## src/rtl/vlan_len_ext.sv

```systemverilog
module vlan_len_ext #(
  parameter int LEN_W       = 16,
  parameter int DEF_MAX     = 1518,
  parameter int EXT_SINGLE  = 4,
  parameter int EXT_WIDE    = 20,
  parameter int HI_POS      = 13
) (
  input  logic             clk,
  input  logic             rst_n,
  input  logic             rx_valid,
  input  logic             rx_sof,
  input  logic             rx_eof,
  input  logic [7:0]       rx_data,
  input  logic [15:0]      tpid_single,
  input  logic [15:0]      tpid_ext,
  input  logic [LEN_W-1:0] base_max_len,
  output logic             tag_single,
  output logic             tag_ext,
  output logic [LEN_W:0]   max_len,
  output logic             too_long
);

  localparam logic [LEN_W-1:0] CNT_MAX = '1;
  localparam logic [LEN_W-1:0] HI_CNT  = LEN_W'(HI_POS - 1);
  localparam logic [LEN_W-1:0] LO_CNT  = LEN_W'(HI_POS);

  logic [LEN_W-1:0] cnt_q, cnt_d;
  logic [7:0]       hi_q;
  logic             sgl_d, ext_d, tl_d;
  logic             at_hi, at_lo, hit_ext, hit_sgl;
  logic [15:0]      cand;
  logic [LEN_W:0]   base_eff, lim_d;

  assign base_eff = (base_max_len == '0) ? (LEN_W+1)'(DEF_MAX) : {1'b0, base_max_len};
  assign max_len  = base_eff + (tag_ext ? (LEN_W+1)'(EXT_WIDE) :
                                tag_single ? (LEN_W+1)'(EXT_SINGLE) : '0);

  assign at_hi   = rx_valid && !rx_sof && (cnt_q == HI_CNT);
  assign at_lo   = rx_valid && !rx_sof && (cnt_q == LO_CNT);
  assign cand    = {hi_q, rx_data};
  assign hit_ext = (tpid_ext != '0) && (cand == tpid_ext);
  assign hit_sgl = (tpid_single != '0) && (cand == tpid_single) && !hit_ext;

  always_comb begin
    cnt_d = cnt_q;
    sgl_d = tag_single;
    ext_d = tag_ext;
    if (rx_valid) begin
      if (rx_sof) begin
        cnt_d = LEN_W'(1);
        sgl_d = 1'b0;
        ext_d = 1'b0;
      end else begin
        if (cnt_q != CNT_MAX) cnt_d = cnt_q + 1'b1;
        if (at_lo) begin
          sgl_d = hit_sgl;
          ext_d = hit_ext;
        end
      end
    end
    lim_d = base_eff + (ext_d ? (LEN_W+1)'(EXT_WIDE) :
                        sgl_d ? (LEN_W+1)'(EXT_SINGLE) : '0);
    tl_d  = too_long;
    if (rx_valid)
      tl_d = (rx_sof ? 1'b0 : too_long) | ({1'b0, cnt_d} > lim_d);
  end

  always_ff @(posedge clk) begin
    if (!rst_n) begin
      cnt_q      <= '0;
      hi_q       <= '0;
      tag_single <= 1'b0;
      tag_ext    <= 1'b0;
      too_long   <= 1'b0;
    end else begin
      cnt_q      <= cnt_d;
      tag_single <= sgl_d;
      tag_ext    <= ext_d;
      too_long   <= tl_d;
      if (at_hi) hi_q <= rx_data;
    end
  end


  sof_clear_chk: assert property (@(posedge clk) disable iff (!rst_n)
    (rx_valid && rx_sof) |=> (!tag_single && !tag_ext && !too_long));


  tl_hold_chk: assert property (@(posedge clk) disable iff (!rst_n)
    (too_long && !(rx_valid && rx_sof)) |=> too_long);


  idle_stable_chk: assert property (@(posedge clk) disable iff (!rst_n)
    !rx_valid |=> ($stable(tag_single) && $stable(tag_ext) && $stable(too_long)));


  flag_hold_chk: assert property (@(posedge clk) disable iff (!rst_n)
    !(rx_valid && (rx_sof || at_lo)) |=> ($stable(tag_single) && $stable(tag_ext)));


  zero_reg_chk: assert property (@(posedge clk) disable iff (!rst_n)
    (at_lo && tpid_single == '0 && tpid_ext == '0) |=> (!tag_single && !tag_ext));


  one_tag_chk: assert property (@(posedge clk) disable iff (!rst_n)
    !(tag_single && tag_ext));

  wire unused_ok = rx_eof;

endmodule

```

## config.mk

```make
export PLATFORM = sky130hd
export DESIGN_NAME = vlan_len_ext
export DESIGN_NICKNAME = d
export VERILOG_FILES = /design/src/rtl/vlan_len_ext.sv
export SDC_FILE = /design/constraint.sdc
export NUM_CORES = 1
export LEC_CHECK = 0
export BUFFER_PORTS_ARGS = -buffer_cell sky130_fd_sc_hd__buf_2
export CAP_MARGIN = 20
export CORE_MARGIN = 2
export CORE_UTILIZATION = 55
export DETAILED_ROUTE_END_ITERATION = 7
export PLACE_DENSITY = 0.95
export SLEW_MARGIN = 20
export SYNTH_ARGS = -nofsm -noshare
export SYNTH_HDL_FRONTEND = slang
export SYNTH_SLANG_ARGS = --single-unit
```

## constraint.sdc

```tcl
create_clock -name clk -period 11.19 [get_ports clk]
set_clock_uncertainty 0.05 [all_clocks]
set_input_delay 0.5595 -clock clk [delete_from_list [all_inputs] [get_ports clk]]
set_output_delay 0.5595 -clock clk [all_outputs]
set_load 0.01 [all_outputs]
```

Word-level counts from Yosys, hierarchy flattened
Cells that the tools add are included.
Operators by class
  muxes and demuxes: 15
  equality and inequality tests: 5
  add/sub/neg operators: 3
  reduce and logical (&&, ||, !) cells: 11
  magnitude comparators: 1
  bitwise logic cells: 1
Operator list (number)
  16-bit 2-to-1 mux: 4
  16-bit by 5-bit adder with 17-bit output: 2
  16-bit == test: 2
  16-bit by 4-bit == test with 1-bit output, second input constant: 2
  16-bit nonzero test: 2
  16-bit by 17-bit > comparator with 1-bit output: 1
  16-bit by 1-bit adder with 16-bit output, second input constant: 1
  16-bit zero test: 1
  16-bit inequality test, second input constant: 1
  5-bit 2-to-1 mux: 2
  1-bit 2-to-1 mux: 7
  1-bit logical AND: 6
  3-bit 2-to-1 mux: 2
  1-bit zero test: 2
  1-bit bitwise OR: 1
Storage, ports and cells
  input port bits: 61
  bits in registers: 27

Logic depth before layout (Yosys ltp)
  depth in word-level cells: 12
  mapped depth: 19
  mapped depth without buffers: 17

Least setup slack after synthesis
Ideal clock, no wire load.
  path kind: in2reg
  start: input port rx_valid
  end: register too_long
  slack: 7014 ps
  cell stages on the path: 18
  data arrival time: 3999 ps
  data required time: 11013 ps
  buffers on the path: 2
  cells stage by stage: buf_4 -> and4b_2 -> and4_1 -> buf_2 -> and2_1 -> o21ai_0 -> o211ai_1 -> ha_1 -> ha_1 -> a21oi_1 -> o21ai_0 -> o211a_1 -> ha_1 -> a211oi_1 -> nor2_1 -> a2111o_1 -> a221oi_1 -> o21ai_0
On the way
  word-level cells in the longest chain between the ends: 10
Ends and longest elaborated chain
  start: declaration: RTL line 10  | input logic rx_valid,
  1-bit logical AND (2 in series): RTL line 39  | assign at_lo = rx_valid && !rx_sof && (cnt_q == LO_CNT);
  1-bit 2-to-1 mux: RTL line 55  | if (at_lo) begin
  1-bit 2-to-1 mux: RTL line 49  | if (rx_sof) begin
  1-bit 2-to-1 mux: RTL line 48  | if (rx_valid) begin
  3-bit 2-to-1 mux: RTL line 62  | sgl_d ? (LEN_W+1)'(EXT_SINGLE) : '0);
  5-bit 2-to-1 mux: RTL line 61  | lim_d = base_eff + (ext_d ? (LEN_W+1)'(EXT_WIDE) :
  16-bit by 5-bit adder with 17-bit output: RTL line 61
  16-bit by 17-bit > comparator with 1-bit output: RTL line 65  | tl_d = (rx_sof ? 1'b0 : too_long) | ({1'b0, cnt_d} > lim_d);
  1-bit bitwise OR: RTL line 65
  end signal: assignment: RTL line 79  | too_long <= tl_d;
  end: declaration: RTL line 20  | output logic too_long
Several ways; a longest one is shown, not always the timed one.
A chain may end at the register's enable or synchronous reset.

Final worst setup path
  start: register cnt_q[2]
  end: register too_long
On the way
  word-level cells in the longest chain between the ends: 10
Ends and longest elaborated chain
  start: declaration: RTL line 27  | logic [LEN_W-1:0] cnt_q, cnt_d;
  start signal: assignment: RTL line 76  | cnt_q <= cnt_d;
  16-bit by 4-bit == test with 1-bit output: RTL line 39
  1-bit logical AND: RTL line 39
  1-bit 2-to-1 mux: RTL line 55
  1-bit 2-to-1 mux: RTL line 49
  1-bit 2-to-1 mux: RTL line 48
  3-bit 2-to-1 mux: RTL line 62
  5-bit 2-to-1 mux: RTL line 61
  16-bit by 5-bit adder with 17-bit output: RTL line 61
  16-bit by 17-bit > comparator with 1-bit output (*): RTL line 65
  1-bit bitwise OR (*): RTL line 65
Mark *: on every way between the ends. The rest lies on a longest branch, timed or not.

==> results by group <==
Outcome
  • Status: complete, no violations

Synthesis
  • Mux cell area share after synthesis: less than 1%
  • Register area share after synthesis: 18.3%
  • Synth Area in Adders: between 10% and 20%
  • Top cell type's share of synthesized area: roughly 18%
  • Synth cell types: 53
  • Post-synthesis cell area: between 0.002 and 0.003 mm^2
  • Simple-gate portion of the synthesized area: between 30 and 40%
  • Area leader, netlist: dfxtp_1
  • Mapped Avg Cell Area: ~7.4 um^2
  • Synth area leaders: dfxtp_1 18%, ha_1 11%, xor2_1 9.5%
  • Main combinational cell family by area after synthesis: simple AND/OR/NAND/NOR gates
  • Async set-reset flop share out of synthesis: 0%
  • XOR/XNOR share of the synthesized area: around 17%
  • Synth Instances: between 300 and 400
  • Post-synth EDFFs: 0
  • Yosys reg bits: 27
  • Compound-Gate Fraction of Synth Area: roughly 17%
  • Post-synth net total: 483
  • Main synth FF type: dfxtp_1
  • Yosys Warn Count: 0

Timing
  • Max-slew violations: 0
  • Worst hold margin: 0.451 ns
  • Fin crit period: around 4.5 ns
  • Final WS setup: approximately 6.6 ns
  • Fin crit share: between 40% and 50%
  • RSZ-0062 raised after global routing: false
  • Final hold vios: 0
  • Tightest Pin Transition: 0.723 ns
  • Max-slew headroom: ~52%
  • Final setup TNS: 0 ns
  • Max frequency: 0.220 GHz
  • Final setup viols: 0

Clocking
  • Worst-skew pair later-pin latency: 0.28 ns
  • Htree depth: 1
  • Post-CTS Resized: 0
  • CTS tree: yes
  • Cts hold-fix bufs: 0
  • Clk root buf: clkbuf_8
  • CTS Sinks: 27
  • Post-CTS setup buffers: 0
  • CTS clk-pin slew, worst paths: 0.09 ns
  • CTS buffer count: 3
  • Bufs on Longest Clock Path: 2

Route
  • DR pass1 iterations: 5
  • Drt initial violations: 309
  • Vias: approximately 3300
  • WL/cell: 15.3 um
  • Post-Route WL: ~8.1 mm
  • Vias per cell: 6.21
  • Antenna Nets Post-Route: 0
  • DRC errors left: 0

Placement
  • Count of input and output buffers: between 70 and 80
  • Gp weighted congestion: 0.929
  • Pre-CTS setup slack: between 6 and 7 ns
  • Hpwl dp: about 6.5 mm
  • Dpl cells: between 500 and 600

Floorplan
  • DIE WIDTH: around 77 um
  • Core Area: ~0.0051 mm^2
  • Num ports: 81
  • Total die area: ~0.0060 mm^2
  • Starting Density: between 50% and 60%
  • # rows: 26
  • Die height: ~77 um

Critical path
  • FF-to-FF Start: cnt_q[2]
  • Crit path kind: reg2reg
  • Worst Setup SP: cnt_q[2]
  • Crit. End Element: flip-flop
  • Crit path arrival time: between 4 and 5 ns
  • R2R Setup Slk: ~6.6 ns
  • Worst reg-to-reg path cell count: 16
  • Worst path required time: about 11 ns
  • CP Capture Point: too_long
  • Worst Path Max Fanout: 10
  • Startpoint types: flip-flop
  • Reg2reg end: too_long

Global route
  • Vias in the first global route: approximately 3000
  • Largest net degree at the start of global routing: 20
  • First-pass GRT wire length: roughly 13 mm
  • Initial antenna violation count: 0
  • GR Overflow Total: 0
  • GRT Total Usage: a little over a quarter

Power and ir drop
  • LEAKAGE: roughly 1.4 nW
  • Overall power: approximately 0.00021 W
  • Power Density: between 60 and 70 mW/mm^2
  • Peak VDD IR: between 0.06 and 0.07 mV

Final layout
  • # diodes: 0
  • Share of post-route cells with drive strength above 1: between 20 and 25%
  • Most common cell after layout, fill and taps aside: buf_2
  • Most frequent cells in the layout: 79 x buf_2, 43 x nor2_1, 39 x nand2_1
  • Layout Nets: 549
  • Post-Layout Cell Count: 532
  • Fill count: 460
  • Area grow syn2layout: 15.0%

Flow run
  • Max cap viols: 0

Hold path
  • Hold Crit Class: reg2reg
## through the flow
| stage | util, % | area, um^2 |
|---|---|---|
| after global placement | 65.2 | 3350 |
| after CTS | 66.1 | 3400 |
| final | 66.1 | 3400 |
| after floorplan | - | 2950 |
| after detailed placement | 65.2 | 3350 |
| after global routing | 66.1 | 3400 |
## synth_stat cells (3+ instances only)
cell and count:
a21boi_0 9, a21o_1 4, a21oi_1 13, a31oi_1 6
a41oi_1 3, and2_1 4, and3_1 6, and4_1 6
clkbuf_1 11, dfxtp_1 27, ha_1 25, inv_1 12
nand2_1 39, nand2b_1 3, nand3_1 21, nand4_1 12
nor2_1 43, nor3_1 16, nor4_1 24, o211ai_1 3
o21ai_0 13, o21bai_1 3, xnor2_1 24, xor2_1 32
## per-layer routing
| layer | vias up | GRT usage (%) | wire, um |
|---|---|---|---|
| met4 | 0 | 5.36 | 156 |
| met5 | - | 0 | 0 |
| li1 | 1578 | - | - |
| met2 | 192 | 47.2 | 3820 |
| met1 | 1510 | 33.2 | 3490 |
| met3 | 22 | 4.00 | 658 |
## worst max-delay path, stage by stage (launching register included)
cell and delay (ns):
dfxtp_1 0.50, and4b_2 0.28, and4_1 0.38, and2_1 0.24
o21a_1 0.18, o211ai_1 0.12, ha_1 0.25, ha_1 0.22
a21oi_1 0.55, o21ai_0 0.17, o211a_1 0.15, ha_1 0.29
a211oi_1 0.21, nor2_1 0.09, a2111o_1 0.40, a221oi_1 0.23
o21ai_0 0.12
## sequential cells by signal, indices dropped and copies added, names as in the netlist
name / count
cnt_q: 16
hi_q: 8
tag_ext: 1
tag_single: 1
too_long: 1
## worst min-delay path by stage
stage                     endpoint  depth (start not counted)     start  slack [ns]
after CTS                 too_long                          2  too_long        0.45
after detailed placement  too_long                          2  too_long        0.41
after global routing      too_long                          2  too_long        0.46
after global placement     hi_q[3]                          2   hi_q[3]        0.44
after floorplan            hi_q[3]                          2   hi_q[3]        0.43
final                     too_long                          2  too_long        0.45
## cells by family after synthesis
kind of cell / after synthesis
buffers and inverters: 30
AND/OR/NAND/NOR: 184
adder cells (fa/ha/maj): 25
XOR/XNOR: 56
multiplexers: 2
flip-flops: 27
AO/OA/AOI/OAI: 73
## report_power, final
part	total (W)	switching, W	internal, W	leakage (nW)
logic	0.0000550	0.0000316	0.0000234	1.19
registers	0.0000970	0.000000594	0.0000965	0.218
clock network	0.0000576	0.0000323	0.0000253	0.0217
## cell type report
type | instances | area (um^2) | share of cell area [%]
Inverter | 12 | 45.0 | 1.33
Clock inverter | 1 | 7.51 | 0.221
Multi-Input combinational cell | 340 | 2280 | 67.1
Timing Repair Buffer | 79 | 395 | 11.6
Tap cell | 70 | 87.6 | 2.58
Sequential cell | 27 | 541 | 15.9
Clock buffer | 3 | 41.3 | 1.22
Note: power is estimated with default switching activity, not from simulation.
